[src/rtl/smul_pkg.sv]
package smul_pkg;
  parameter int unsigned LANE_W = 8;
  localparam int unsigned FULL_W = 2 * LANE_W;
  localparam int unsigned MC_W   = FULL_W + 1;          // multiplicand with extension bit
  localparam int unsigned LO_W   = MC_W + LANE_W + 1;   // lower half-product, full signed range
  localparam int unsigned HI_W   = FULL_W + LANE_W;     // upper half-product, only bits kept after shift
  localparam int unsigned OUT_W  = 2 * FULL_W;
endpackage

[src/rtl/smul_csa42.sv]
module smul_csa42 #(
  parameter int unsigned W = 26
) (
  input  logic [W-1:0] a_i,
  input  logic [W-1:0] b_i,
  input  logic [W-1:0] c_i,
  input  logic [W-1:0] d_i,
  output logic [W-1:0] s_o,
  output logic [W-1:0] c_o
);
  logic [W-1:0] t;
  logic [W-2:0] k;
  logic [W-2:0] cm;

  always_comb begin
    for (int i = 0; i < W; i++) t[i] = a_i[i] ^ b_i[i] ^ c_i[i];
    for (int i = 0; i < W - 1; i++)
      k[i] = (a_i[i] & b_i[i]) | (a_i[i] & c_i[i]) | (b_i[i] & c_i[i]);
    s_o[0] = t[0] ^ d_i[0];
    cm[0]  = t[0] & d_i[0];
    for (int i = 1; i < W; i++) s_o[i] = t[i] ^ d_i[i] ^ k[i-1];
    for (int i = 1; i < W - 1; i++)
      cm[i] = (t[i] & d_i[i]) | (t[i] & k[i-1]) | (d_i[i] & k[i-1]);
    c_o = {cm, 1'b0};
  end
endmodule

[src/rtl/smul_ks_add.sv]
module smul_ks_add #(
  parameter int unsigned W = 26
) (
  input  logic [W-1:0] a_i,
  input  logic [W-1:0] b_i,
  output logic [W-1:0] s_o
);
  always_comb begin
    logic [W-2:0] g;
    logic [W-2:0] p;
    g = a_i[W-2:0] & b_i[W-2:0];
    p = a_i[W-2:0] ^ b_i[W-2:0];
    // descending index keeps the previous level visible below i
    for (int d = 1; d < W - 1; d = d * 2)
      for (int i = W - 2; i >= d; i--) begin
        g[i] = g[i] | (p[i] & g[i-d]);
        p[i] = p[i] & p[i-d];
      end
    s_o = a_i ^ b_i ^ {g, 1'b0};
  end
endmodule

[src/rtl/smul_booth_rows.sv]
module smul_booth_rows #(
  parameter int unsigned MC_W = 17,
  parameter int unsigned MP_W = 8,
  parameter int unsigned W    = 26,
  localparam int unsigned NDIG = (MP_W + 2) / 2,
  localparam int unsigned NROW = NDIG + 1
) (
  input  logic [MC_W-1:0]          mcand_i,
  input  logic [MP_W-1:0]          mplr_i,
  input  logic                     mext_i,
  output logic [NROW-1:0][W-1:0]   rows_o
);
  always_comb begin
    logic [2*NDIG:0] y;
    logic [W-1:0]    xs, mag;
    logic [2:0]      trio;
    logic            one, two, neg;
    y  = {{(2*NDIG-MP_W){mext_i}}, mplr_i, 1'b0};
    xs = {{(W-MC_W){mcand_i[MC_W-1]}}, mcand_i};
    rows_o = '0;
    for (int d = 0; d < NDIG; d++) begin
      trio = y[2*d+2 -: 3];
      one  = trio[1] ^ trio[0];
      two  = (trio == 3'b011) || (trio == 3'b100);
      neg  = trio[2] & ~(trio[1] & trio[0]);
      mag  = one ? xs : (two ? (xs << 1) : '0);
      rows_o[d] = (neg ? ~mag : mag) << (2 * d);
      rows_o[NDIG][2*d] = neg;  // +1 completing the one's complement
    end
  end
endmodule

[src/rtl/smul_sub.sv]
module smul_sub #(
  parameter int unsigned MC_W = 17,
  parameter int unsigned MP_W = 8,
  parameter int unsigned W    = 26
) (
  input  logic [MC_W-1:0] mcand_i,
  input  logic [MP_W-1:0] mplr_i,
  input  logic            mext_i,
  output logic [W-1:0]    prod_o
);
  localparam int unsigned NROW = (MP_W + 2) / 2 + 1;

  logic [NROW-1:0][W-1:0] rows;
  logic [W-1:0] s1, c1, s2, c2;

  smul_booth_rows #(.MC_W(MC_W), .MP_W(MP_W), .W(W)) u_rows (
    .mcand_i(mcand_i), .mplr_i(mplr_i), .mext_i(mext_i), .rows_o(rows)
  );

  // six rows: two 4-2 levels leave one sum/carry pair
  smul_csa42 #(.W(W)) u_lvl0 (
    .a_i(rows[0]), .b_i(rows[1]), .c_i(rows[2]), .d_i(rows[3]), .s_o(s1), .c_o(c1)
  );
  smul_csa42 #(.W(W)) u_lvl1 (
    .a_i(s1), .b_i(c1), .c_i(rows[4]), .d_i(rows[5]), .s_o(s2), .c_o(c2)
  );

  smul_ks_add #(.W(W)) u_cpa (.a_i(s2), .b_i(c2), .s_o(prod_o));
endmodule

[src/rtl/smul_simd_mult.sv]
module smul_simd_mult
  import smul_pkg::*;
(
  input  logic [FULL_W-1:0] a_i,
  input  logic [FULL_W-1:0] b_i,
  input  logic              split_i,
  input  logic              sgn_i,
  output logic [OUT_W-1:0]  p_o
);
  logic [MC_W-1:0]  lo_mc, hi_mc;
  logic             lo_ext, hi_ext;
  logic [LO_W-1:0]  lo_p;
  logic [HI_W-1:0]  hi_p;
  logic [OUT_W-1:0] full_p;

  always_comb begin
    if (split_i) begin
      lo_mc  = {{(MC_W-LANE_W){sgn_i & a_i[LANE_W-1]}}, a_i[LANE_W-1:0]};
      hi_mc  = {{(MC_W-LANE_W){sgn_i & a_i[FULL_W-1]}}, a_i[FULL_W-1:LANE_W]};
      lo_ext = sgn_i & b_i[LANE_W-1];
    end else begin
      lo_mc  = {sgn_i & a_i[FULL_W-1], a_i};
      hi_mc  = lo_mc;
      lo_ext = 1'b0;  // low multiplier byte is magnitude only
    end
    hi_ext = sgn_i & b_i[FULL_W-1];
  end

  smul_sub #(.MC_W(MC_W), .MP_W(LANE_W), .W(LO_W)) u_lo (
    .mcand_i(lo_mc), .mplr_i(b_i[LANE_W-1:0]), .mext_i(lo_ext), .prod_o(lo_p)
  );
  smul_sub #(.MC_W(MC_W), .MP_W(LANE_W), .W(HI_W)) u_hi (
    .mcand_i(hi_mc), .mplr_i(b_i[FULL_W-1:LANE_W]), .mext_i(hi_ext), .prod_o(hi_p)
  );

  smul_ks_add #(.W(OUT_W)) u_join (
    .a_i({{(OUT_W-LO_W){lo_p[LO_W-1]}}, lo_p}),
    .b_i({hi_p, {LANE_W{1'b0}}}),
    .s_o(full_p)
  );

  assign p_o = split_i ? {hi_p[FULL_W-1:0], lo_p[FULL_W-1:0]} : full_p;
endmodule

[config.mk]
export PLATFORM = sky130hd
export DESIGN_NAME = smul_simd_mult
export DESIGN_NICKNAME = d
export VERILOG_FILES = /design/src/rtl/smul_pkg.sv /design/src/rtl/smul_csa42.sv /design/src/rtl/smul_ks_add.sv /design/src/rtl/smul_booth_rows.sv /design/src/rtl/smul_sub.sv /design/src/rtl/smul_simd_mult.sv
export SDC_FILE = /design/constraint.sdc
export NUM_CORES = 1
export LEC_CHECK = 0
export ABC_AREA = 1
export BUFFER_PORTS_ARGS = -buffer_cell sky130_fd_sc_hd__buf_4
export CAP_MARGIN = 5
export CORE_ASPECT_RATIO = 1.1
export CORE_UTILIZATION = 60
export DETAILED_ROUTE_END_ITERATION = 12
export GPL_TIMING_DRIVEN = 1
export PLACE_DENSITY = 0.79
export SETUP_SLACK_MARGIN = 0.4
export SYNTH_ARGS = -nofsm -noshare
export SYNTH_HDL_FRONTEND = slang
export SYNTH_SLANG_ARGS = --single-unit
[constraint.sdc]
create_clock -name vclk -period 10.5
set_input_delay 1.05 -clock vclk [all_inputs]
set_output_delay 1.05 -clock vclk [all_outputs]
set_load 0.05 [all_outputs]
---- Word-level counts from Yosys, hierarchy flattened ----
Index checks and enable logic that the tools add are counted.
word-level totals
  register bits ........................... 0
  latch bits .............................. 0
  RAM bits ................................ 0
  bits in read-only memories .............. 0
  bits of input ports ..................... 34
  word-level logic and storage cells ...... 1862
  memories ................................ 0
cells by class
  $add $sub $neg .......................... 0
  multipliers ............................. 0
  divide/modulo/power cells ............... 0
  order comparisons ....................... 0
  equality and inequality tests ........... 18
  shifts and indexed selects .............. 0
  mux-type cells .......................... 34
  bitwise operators ....................... 1802
  reductions and logical operators ........ 8
operator list
  operator                                                         count
  1-bit AND                                                        942
  1-bit bitwise OR                                                 526
  1-bit XOR                                                        304
  24-bit 2-to-1 mux                                                6
  22-bit 2-to-1 mux                                                6
  20-bit 2-to-1 mux                                                6
  18-bit 2-to-1 mux                                                6
  26-bit 2-to-1 mux                                                3
  16-bit 2-to-1 mux                                                4
  32-bit XOR                                                       2
  26-bit XOR                                                       2
  24-bit inverter                                                  2
  24-bit XOR                                                       2
  22-bit inverter                                                  2
  20-bit inverter                                                  2
  18-bit inverter                                                  2
  32-bit 2-to-1 mux                                                1
  31-bit AND                                                       1
  31-bit XOR                                                       1
  26-bit inverter                                                  1
  25-bit AND                                                       1
  25-bit XOR                                                       1
  3-bit by 2-bit == test with 1-bit output, second input constant  8
  3-bit == test, second input constant                             8
  8 further kinds                                                  23

---- Longest topological paths before layout ----
Gate-level depths: netlist of run 1.
  depth after elaboration ................. 40
  gate-level depth with buffers ........... 40

---- Hierarchy ----
Synthesis of run 1 repeated with hierarchy kept, for this count alone.
second synthesis, totals
  cell total of the unflattened synthesis .. 2696
  area, all modules ....................... 16636.0 um2
by module, submodules not included
  module                         instances  cells an instance  area an instance (um2)  seq. area each (um2)
  smul_booth_rows (u_lo.u_rows)  1          544                2762.6                  0.0
  smul_booth_rows (u_hi.u_rows)  1          531                2667.6                  0.0
  smul_ks_add (u_join)           1          491                2378.5                  0.0
  smul_csa42 (u_lo.u_lvl0 ...)   2          66                 1069.8                  0.0
  smul_csa42 (u_hi.u_lvl0 ...)   2          62                 989.7                   0.0
  smul_ks_add (u_lo.u_cpa)       1          348                1773.0                  0.0
  smul_ks_add (u_hi.u_cpa)       1          360                1764.2                  0.0
  smul_simd_mult                 1          166                1171.1                  0.0

---- Least setup slack after synthesis of run 1 ----
OpenSTA, ideal clock, no wires.
  path kind ............................... in2out
  from .................................... input b_i[1]
  to ...................................... output p_o[27]
  data arrival time ....................... 8047 ps
  slack ................................... 1403 ps
  cell stages on the path ................. 30
  buffers on the path ..................... 1
  cell sequence ........................... inv_1 > ha_1 > clkinv_1 > nand2_1 > clkbuf_1 > o22ai_1 > xor2_1 > fa_1 > fa_1 > inv_1 > fa_1 > inv_1 > fa_1 > ha_1 > nand2_1 > o21a_1 > o221ai_1 > a21boi_1 > o21ai_0 > a21oi_1 > xor2_1 > ha_1 > a21oi_1 > nor2_1 > a211oi_1 > nand2_1 > nand3_2 > nand2_2 > xor2_1 > o21ai_0
on the way
  longest elaborated chain between the ends .. 38
  elaborated cells between the ends (all ways) .. 838
  classes of those cells .................. eq/ne (3); mux (7); bitwise (827); reduce/logical (1)
ends and longest elaborated chain
  element                                                                           line                                  source
  from (decl)                                                                       smul_simd_mult.sv:5                   input logic [FULL_W-1:0] b_i,
  3-bit by 2-bit == test with 1-bit output / 3-bit == test (equally long branches)  smul_booth_rows.sv:24                 two = (trio == 3'b011) || (trio == 3'b100);
  1-bit logical OR                                                                  smul_booth_rows.sv:24
  24-bit 2-to-1 mux (2 in a row)                                                    smul_booth_rows.sv:26                 mag = one ? xs : (two ? (xs << 1) : '0);
  24-bit inverter                                                                   smul_booth_rows.sv:27                 rows_o[d] = (neg ? ~mag : mag) << (2 * d);
  24-bit 2-to-1 mux                                                                 smul_booth_rows.sv:27
  1-bit AND                                                                         smul_csa42.sv:18                      k[i] = (a_i[i] & b_i[i]) | (a_i[i] & c_i[i]) | (b_i[i] & c_i[i]);
  1-bit bitwise OR (2 in a row)                                                     smul_csa42.sv:18
  1-bit AND                                                                         smul_csa42.sv:23                      cm[i] = (t[i] & d_i[i]) | (t[i] & k[i-1]) | (d_i[i] & k[i-1]);
  [... 18 more ...]                                                                 -
  31-bit XOR / 1-bit AND (equally long branches)                                    smul_ks_add.sv:12, smul_ks_add.sv:16
  1-bit AND / 1-bit bitwise OR (equally long branches)                              smul_ks_add.sv:16                     g[i] = g[i] | (p[i] & g[i-d]);
  1-bit bitwise OR / 1-bit AND (equally long branches)                              smul_ks_add.sv:16
  1-bit AND / 1-bit bitwise OR (equally long branches)                              smul_ks_add.sv:16
  1-bit bitwise OR / 1-bit AND (equally long branches)                              smul_ks_add.sv:16
  1-bit bitwise OR (3 in a row)                                                     smul_ks_add.sv:16
  32-bit XOR (*)                                                                    smul_ks_add.sv:19                     s_o = a_i ^ b_i ^ {g, 1'b0};
  32-bit 2-to-1 mux (*)                                                             smul_simd_mult.sv:42                  assign p_o = split_i ? {hi_p[FULL_W-1:0], lo_p[FULL_W-1:0]} : full_p;
  to (decl)                                                                         smul_simd_mult.sv:8                   output logic [OUT_W-1:0] p_o
Mark *: on every way between the ends. The rest lies on a longest branch, timed or not.

---- Worst setup path in the final report of run 1 ----
  from .................................... input b_i[1]
  to ...................................... output p_o[30]
on the way
  longest elaborated chain between the ends .. 38
  elaborated cells between the ends (all ways) .. 846
  classes of those cells .................. eq/ne (3); mux (7); bitwise (835); reduce/logical (1)
ends and longest elaborated chain
  element                                                                           line                   source
  3-bit by 2-bit == test with 1-bit output / 3-bit == test (equally long branches)  smul_booth_rows.sv:24
  1-bit logical OR                                                                  smul_booth_rows.sv:24
  24-bit 2-to-1 mux (2 in a row)                                                    smul_booth_rows.sv:26
  24-bit inverter                                                                   smul_booth_rows.sv:27
  24-bit 2-to-1 mux                                                                 smul_booth_rows.sv:27
  1-bit AND                                                                         smul_csa42.sv:18
  1-bit bitwise OR (2 in a row)                                                     smul_csa42.sv:18
  1-bit AND                                                                         smul_csa42.sv:23
  [... 18 more ...]                                                                 -
  31-bit XOR (tied with other cells)                                                smul_ks_add.sv:12      p = a_i[W-2:0] ^ b_i[W-2:0];
  1-bit AND (tied with other cells)                                                 smul_ks_add.sv:16
  1-bit bitwise OR / 1-bit AND (equally long branches)                              smul_ks_add.sv:16
  1-bit AND / 1-bit bitwise OR (equally long branches)                              smul_ks_add.sv:16
  1-bit bitwise OR / 1-bit AND (equally long branches) (2 in a row)                 smul_ks_add.sv:16
  1-bit bitwise OR (2 in a row)                                                     smul_ks_add.sv:16
  32-bit XOR (*)                                                                    smul_ks_add.sv:19
  32-bit 2-to-1 mux (*)                                                             smul_simd_mult.sv:42
Marks and branches as above.

==> metrics.txt, run 1 <==
status completed; synthesized instance count 1477; die width 127 µm; IO buf count 66; storage element area 0 µm²; synth warn 0; CP dominant cell by count nand2_1; Max Freq 104 MHz; Synth-to-Final Area Change 7.28%; filler instances 1522; RSZ-0062 raised after global routing false; slew at the pin closest to its max-slew limit 839 ps; final cell count without fillers 1750; clkbuf count 0; dpl cells 1750; area of the core 0.0166 mm²; DR pass1 iterations 7; slowest stage delay, CP 550 ps; design area 0.0111 mm²; Remaining DRCs 0; crit path capture type output port; initial antenna violation count 0; Die Height 140 µm; drt first-iter violations 803; Hold WC Path Type primary input to output port; cell with the most instances after synthesis nand2_1; via count 10200; Synth Cell Area 0.0103 mm²; vias in the first global route 10000; first-pass GRT wire length 48.0 mm; largest cells by area after synthesis fa_1 21%, ha_1 16%, xor2_1 12%; post-synth top area share 20.9%; CP arrival 8600 ps; post-DR wirelength/cell 16.7 µm; seq_cells 0; final setup vio count 0; crit start category primary input; sequential area share after synthesis 0%; largest net degree at the start of global routing 56; Final Hold Fails 0; Via density 5.82; worst path required time 9450 ps; Routability Congestion 0.956; Max FO, Critical Path 17; # rows 49; Final period util 91.9%; Post-Syn Nets 1754; Slew headroom 43.9%; count of pins over their slew limit 0; nets 1800; Post-DRT Antenna Nets 0; DIE AREA 0.0177 mm²; GRT overflow 0; n_diodes 0; area leader, netlist fa_1; CP bufs+invs 6; Placed Area 0.0111 mm²; HPWL after DPL 24.3 mm; kind of critical path primary input to output port; gr usage total 33.8%; Top delay family on crit path adder cells; commonest cells in the netlist 317 x nand2_1, 222 x inv_1, 146 x xor2_1; Distinct cells, synth 47; DRT Wirelength 29.3 mm; Max-cap violations 0; clock period minus worst slack 9650 ps; Crit-path slowest cell fa_1; Avg Cell Area, Syn 7.00 µm²; Initial Utilization 62.2%; fraction of layout cells with a size suffix above 1 9.01%; I/O Pins 66; post-CTS setup buffers 0; setup_tns 0 ps
[cell type report]
cell class	instances	area, µm²	area share (%)
timing repair buffer	76	574	5.18
multi-input combinational	1203	9320	84.0
tap	229	287	2.58
inverter	242	908	8.20
[cell families after synthesis]
logic type | Yosys count | synth area share [%]
AOI/OAI and AO/OA | 284 | 16.8
xor gates and xnor gates | 182 | 15.4
adders and majority gates | 243 | 37.3
buffers and inverters | 274 | 10.0
other | 1 | 0.0363
and+or+nand+nor | 493 | 20.5
[per-layer routing]
layer,routed length [µm],GRT usage [%],part of all wire (%)
met1,11800,40.5,40
met2,14800,62.4,51
met3,1340,1.50,4.6
met5,0,0,0
met4,1380,14.3,4.7
[worst min-delay path: cells and delay by family]
family	cells	cell delay [ps]
xor+xnor	1	80
buf+inv	2	310
[worst paths after layout]
check / slack, ps / depth (start not counted) / startpoint / endpoint
max: 850 / 35 / b_i[1] / p_o[30]
min: 2490 / 3 / b_i[1] / p_o[0]
[layout by cell type (no fill, tap or decap), drive strengths merged]
master  instances
nor2           80
a32o            1
buf            76
o32ai           1
nor3            6
fa            108
xnor2          36
and2            1
a21o            6
conb            1
o21ai          52
a22oi           2
ha            135
a21boi          1
o21bai          8
nand2         335
nand4          14
nor4            2
nand3b          2
a21oi          70
o22ai          97
o211ai         14
inv           231
clkinv         11
or2            10
a221oi          3
a211oi          2
o221ai          9
a31o            1
xor2          146
o31ai           4
a31oi           6
nand3          43
o21a            7
[stage by stage]
step	hold slack [ps]	setup WS [ps]	utilization (%)
global placement	2480	1140	66.6
global route	2510	431	66.7
floorplan	2400	1400	-
finish	2490	851	66.7
CTS	2490	844	66.6
detailed placement	2490	880	66.6
[timing repair]
| item | CTS | global route |
|---|---|---|
| gates resized for setup | 0 | 5 |
| setup endpoints to repair | 0 | 3 |
| hold endpoints to repair | 0 | 0 |
| hold buffers | 0 | 0 |
Power of run 1 is left out: the tool's default activity adds up to more than one toggle a clock period on the data nets, which glitch-free logic cannot reach.
==> inputs of run 2 (changes only) <==
- CORE_MARGIN: unset -> 8
==> metrics.txt, run 2 (synthesis gave the netlist of run 1 again) <==
status completed; post-DR wirelength/cell 16.7 µm; gr usage total 27.4%; Slew headroom 43.2%; Via density 5.84; slew at the pin closest to its max-slew limit 850 ps; drt first-iter violations 826; Detail Route met2 WL 14.7 mm; count of pins over their slew limit 0; initial antenna violation count 0; met3 wire length 1.50 mm; Final Hold Fails 0; HPWL after DPL 24.7 mm; CP arrival 8440 ps; crit start category primary input; largest net degree at the start of global routing 56; Routability Congestion 0.964; Initial Utilization 60.9%; Max Freq 105 MHz; Final period util 90.4%; cts hold-fix bufs 0; I/O Pins 66; clkbuf count 0; vias in the first global route 10300; IO buf count 66; most frequent cells in the layout 315 x nand2_1, 222 x inv_1, 146 x xor2_1; DRT Wirelength 29.4 mm; slowest stage delay, CP 740 ps; Setup WS post-layout 1010 ps; Die Height 154 µm; Max FO, Critical Path 17; Hold WC Path Type primary input to output port; nets 1801; Synth-to-Final Area Change 7.35%; Max-cap violations 0; CP dominant cell by count nand2_1; area of the core 0.0170 mm²; top layer in use met4; storage element area 0 µm²; most common cell after layout, fill and taps aside nand2_1; M1 wire length 11.5 mm; DIE AREA 0.0217 mm²; Crit-path slowest cell nand2_1; crit path capture type output port; DR pass1 iterations 7; hold path cells 3; RSZ-0062 raised after global routing false; final setup vio count 0; worst path required time 9450 ps; kind of critical path primary input to output port; post-CTS setup buffers 0; Post-DRT Antenna Nets 0; first-pass GRT wire length 49.3 mm; dpl cells 1756; setup_tns 0 ps; # rows 50; Final Util 65.4%; die width 141 µm; clock period minus worst slack 9490 ps; seq_cells 0; GRT overflow 0; via count 10300; final cell count without fillers 1756; n_diodes 0; worst slack, placed 836 ps; fraction of layout cells with a size suffix above 1 9.13%; Remaining DRCs 0
## run 2: final cells by class
cell class / instances / area [µm²]
tap: 234 / 293
timing repair buffer: 77 / 578
fill: 1560 / 5860
multi-input combinational: 1203 / 9310
inverter: 242 / 908
## run 2: path summary, 6_finish.rpt
path,to,slack (ps),startpoint
setup / recovery,p_o[30],1010,b_i[5]
hold / removal,p_o[0],2490,b_i[1]
## run 2: critical path: cells and delay by family
kind / cells / cell delay (ps)
compound gates: 6 / 1230
xor+xnor: 2 / 380
fa+ha+maj: 6 / 2630
buf+inv: 6 / 930
simple gates: 14 / 2190
## run 2: timing repair
| action | 4_1_cts | 5_1_grt |
|---|---|---|
| setup endpoints to repair | 0 | 2 |
| gates resized for setup | 0 | 3 |
| endpoints found under the hold margin | 0 | 0 |
## run 2: routing by layer
layer / up-vias / GRT usage (%)
met5: - / 0
met4: 0 / 14.7
met3: 106 / 1.89
met2: 365 / 49.4
met1: 4841 / 31.8
li1: 4939 / -
## run 2: through the flow
step	cell area [µm²]	hold slack (ps)
final	11100	2490
after floorplan	10300	2400
after CTS	11100	2490
after global routing	11100	2500
after detailed placement	11100	2490
after global placement	11100	2480
Power of run 2 is left out for the same reason.
==> inputs of run 3 (changes only) <==
- ABC_AREA: 1 -> unset
==> metrics.txt, run 3 <==
status completed; GRT overflow 0; WHS Endpoint p_o[0]; final setup vio count 0; initial antenna violation count 0; setup_tns 0 ps; Synth Cell Area 0.0102 mm²; DRT Wirelength 27.3 mm; clock period minus worst slack 9680 ps; Routability Congestion 0.969; Synth-to-Final Area Change 7.79%; Crit-path slowest cell fa_1; most frequent cells in the layout 159 x xnor2_1, 133 x ha_1, 123 x inv_1; met1 usage 30.0%; storage element area 0 µm²; largest net degree at the start of global routing 48; kind of critical path primary input to output port; met2 Usage GRT 46.1%; largest cells by area after synthesis fa_1 21%, ha_1 17%, xnor2_1 14%; nets 1588; post-synth top area share 21.2%; slew at the pin closest to its max-slew limit 864 ps; Final Hold Fails 0; Hold Path Origin b_i[1]; synth warn 0; area of the core 0.0168 mm²; Hold WC Path Type primary input to output port; clkbuf count 0; Max-cap violations 0; HPWL after DPL 22.7 mm; die width 140 µm; commonest cells in the netlist 159 x xnor2_1, 135 x ha_1, 123 x inv_1; IO buf count 66; Post-DRT Antenna Nets 0; Slew headroom 42.4%; sequential area share after synthesis 0%; seq_cells 0; Avg Cell Area, Syn 7.96 µm²; most used routing layer met2; Post-Syn Nets 1559; first-pass GRT wire length 45.4 mm; vias in the first global route 9389; most common cell after layout, fill and taps aside xnor2_1; worst path required time 9450 ps; Remaining DRCs 0; Max FO, Critical Path 5; via count 9376; synthesized instance count 1282; cts hold-fix bufs 0; RSZ-0062 raised after global routing false; # rows 50; post-DR wirelength/cell 18.0 µm; gr usage total 25.3%; fraction of layout cells with a size suffix above 1 10.5%; n_diodes 0; crit start category primary input; cell with the most instances after synthesis xnor2_1; I/O Pins 66; CP arrival 8630 ps; slowest stage delay, CP 540 ps; hold path cells 3; DIE AREA 0.0214 mm²; Initial Utilization 60.6%; CP dominant cell by count fa_1; Max Freq 103 MHz; Via density 6.18; drt first-iter violations 712; Final period util 92.2%; Distinct cells, synth 70; DR pass1 iterations 8; Die Height 153 µm; met3 GRT Util 1.60%; area leader, netlist fa_1; count of pins over their slew limit 0; crit path capture type output port
## run 3: cell types whose count changed after synthesis, sizes merged, moves of 19 or more
cell    delta
nand2    -223
xnor2    +124
inv      -104
o22ai     -97
a22oi     +94
xor2      -90
nor2      -29
clkbuf    +28
nand3     -22
o21ai     +19
## run 3: cell families (layout without fill, tap and decap cells)
family                   count (synthesis)  after routing  share of synthesized area [%]
AO/OA/AOI/OAI                          348            348                           22.2
XOR/XNOR                               218            218                           19.1
adder cells (fa/ha/maj)                244            244                           37.8
buffers and inverters                  190            217                           7.02
multiplexers                            16             16                           1.68
other                                    1              1                         0.0367
AND/OR/NAND/NOR                        265            265                           12.1
## run 3: worst max path at each step
stage / from / to / slack (ps) / cells past startpoint
global route: split_i / p_o[30] / 380 / 34
CTS: b_i[1] / p_o[29] / 450 / 30
global placement: split_i / p_o[30] / 600 / 34
detailed placement: b_i[1] / p_o[29] / 480 / 30
finish: b_i[3] / p_o[30] / 820 / 33
floorplan: b_i[1] / p_o[29] / 440 / 31
## run 3: cell type report
class / count / area (µm²)
inverters: 128 / 485
well taps: 208 / 260
repair buffers: 89 / 679
multi-input cells: 1092 / 9580
fillers: 1487 / 5830
## run 3: per-layer routing
metal	wire length [µm]	part of all wire [%]
met4	1180	4.3
met3	1560	5.7
met2	13800	51
met1	10700	39
met5	0	0
## run 3: through the flow
step | utilization, % | hold WS, ps | cells | cell area, µm² | worst slack, ps
final | 65.4 | 2540 | 1517 | 11000 | 820
after global routing | 65.4 | 2560 | 1517 | 11000 | 382
after CTS | 64.8 | 2590 | 1516 | 10900 | 453
after detailed placement | 64.8 | 2590 | 1516 | 10900 | 476
after global placement | 64.8 | 2580 | 1516 | 10900 | 599
after floorplan | - | 2440 | 1282 | 10200 | 441
## run 3: repair_timing
action                                  CTS  global route
hold endpoints to repair                  0             0
endpoints found under the setup margin    0             6
setup buffers                             0             1
resized for setup                         0            27
## run 3: worst max-delay path, delay by kind of cell
family / cells / cell delay (ps)
and+or+nand+nor: 6 / 1590
xor gates and xnor gates: 2 / 380
muxes: 1 / 80
AOI/OAI and AO/OA: 12 / 2190
buffers and inverters: 5 / 520
adders and majority gates: 7 / 2800
Power of run 3 is left out for the same reason.
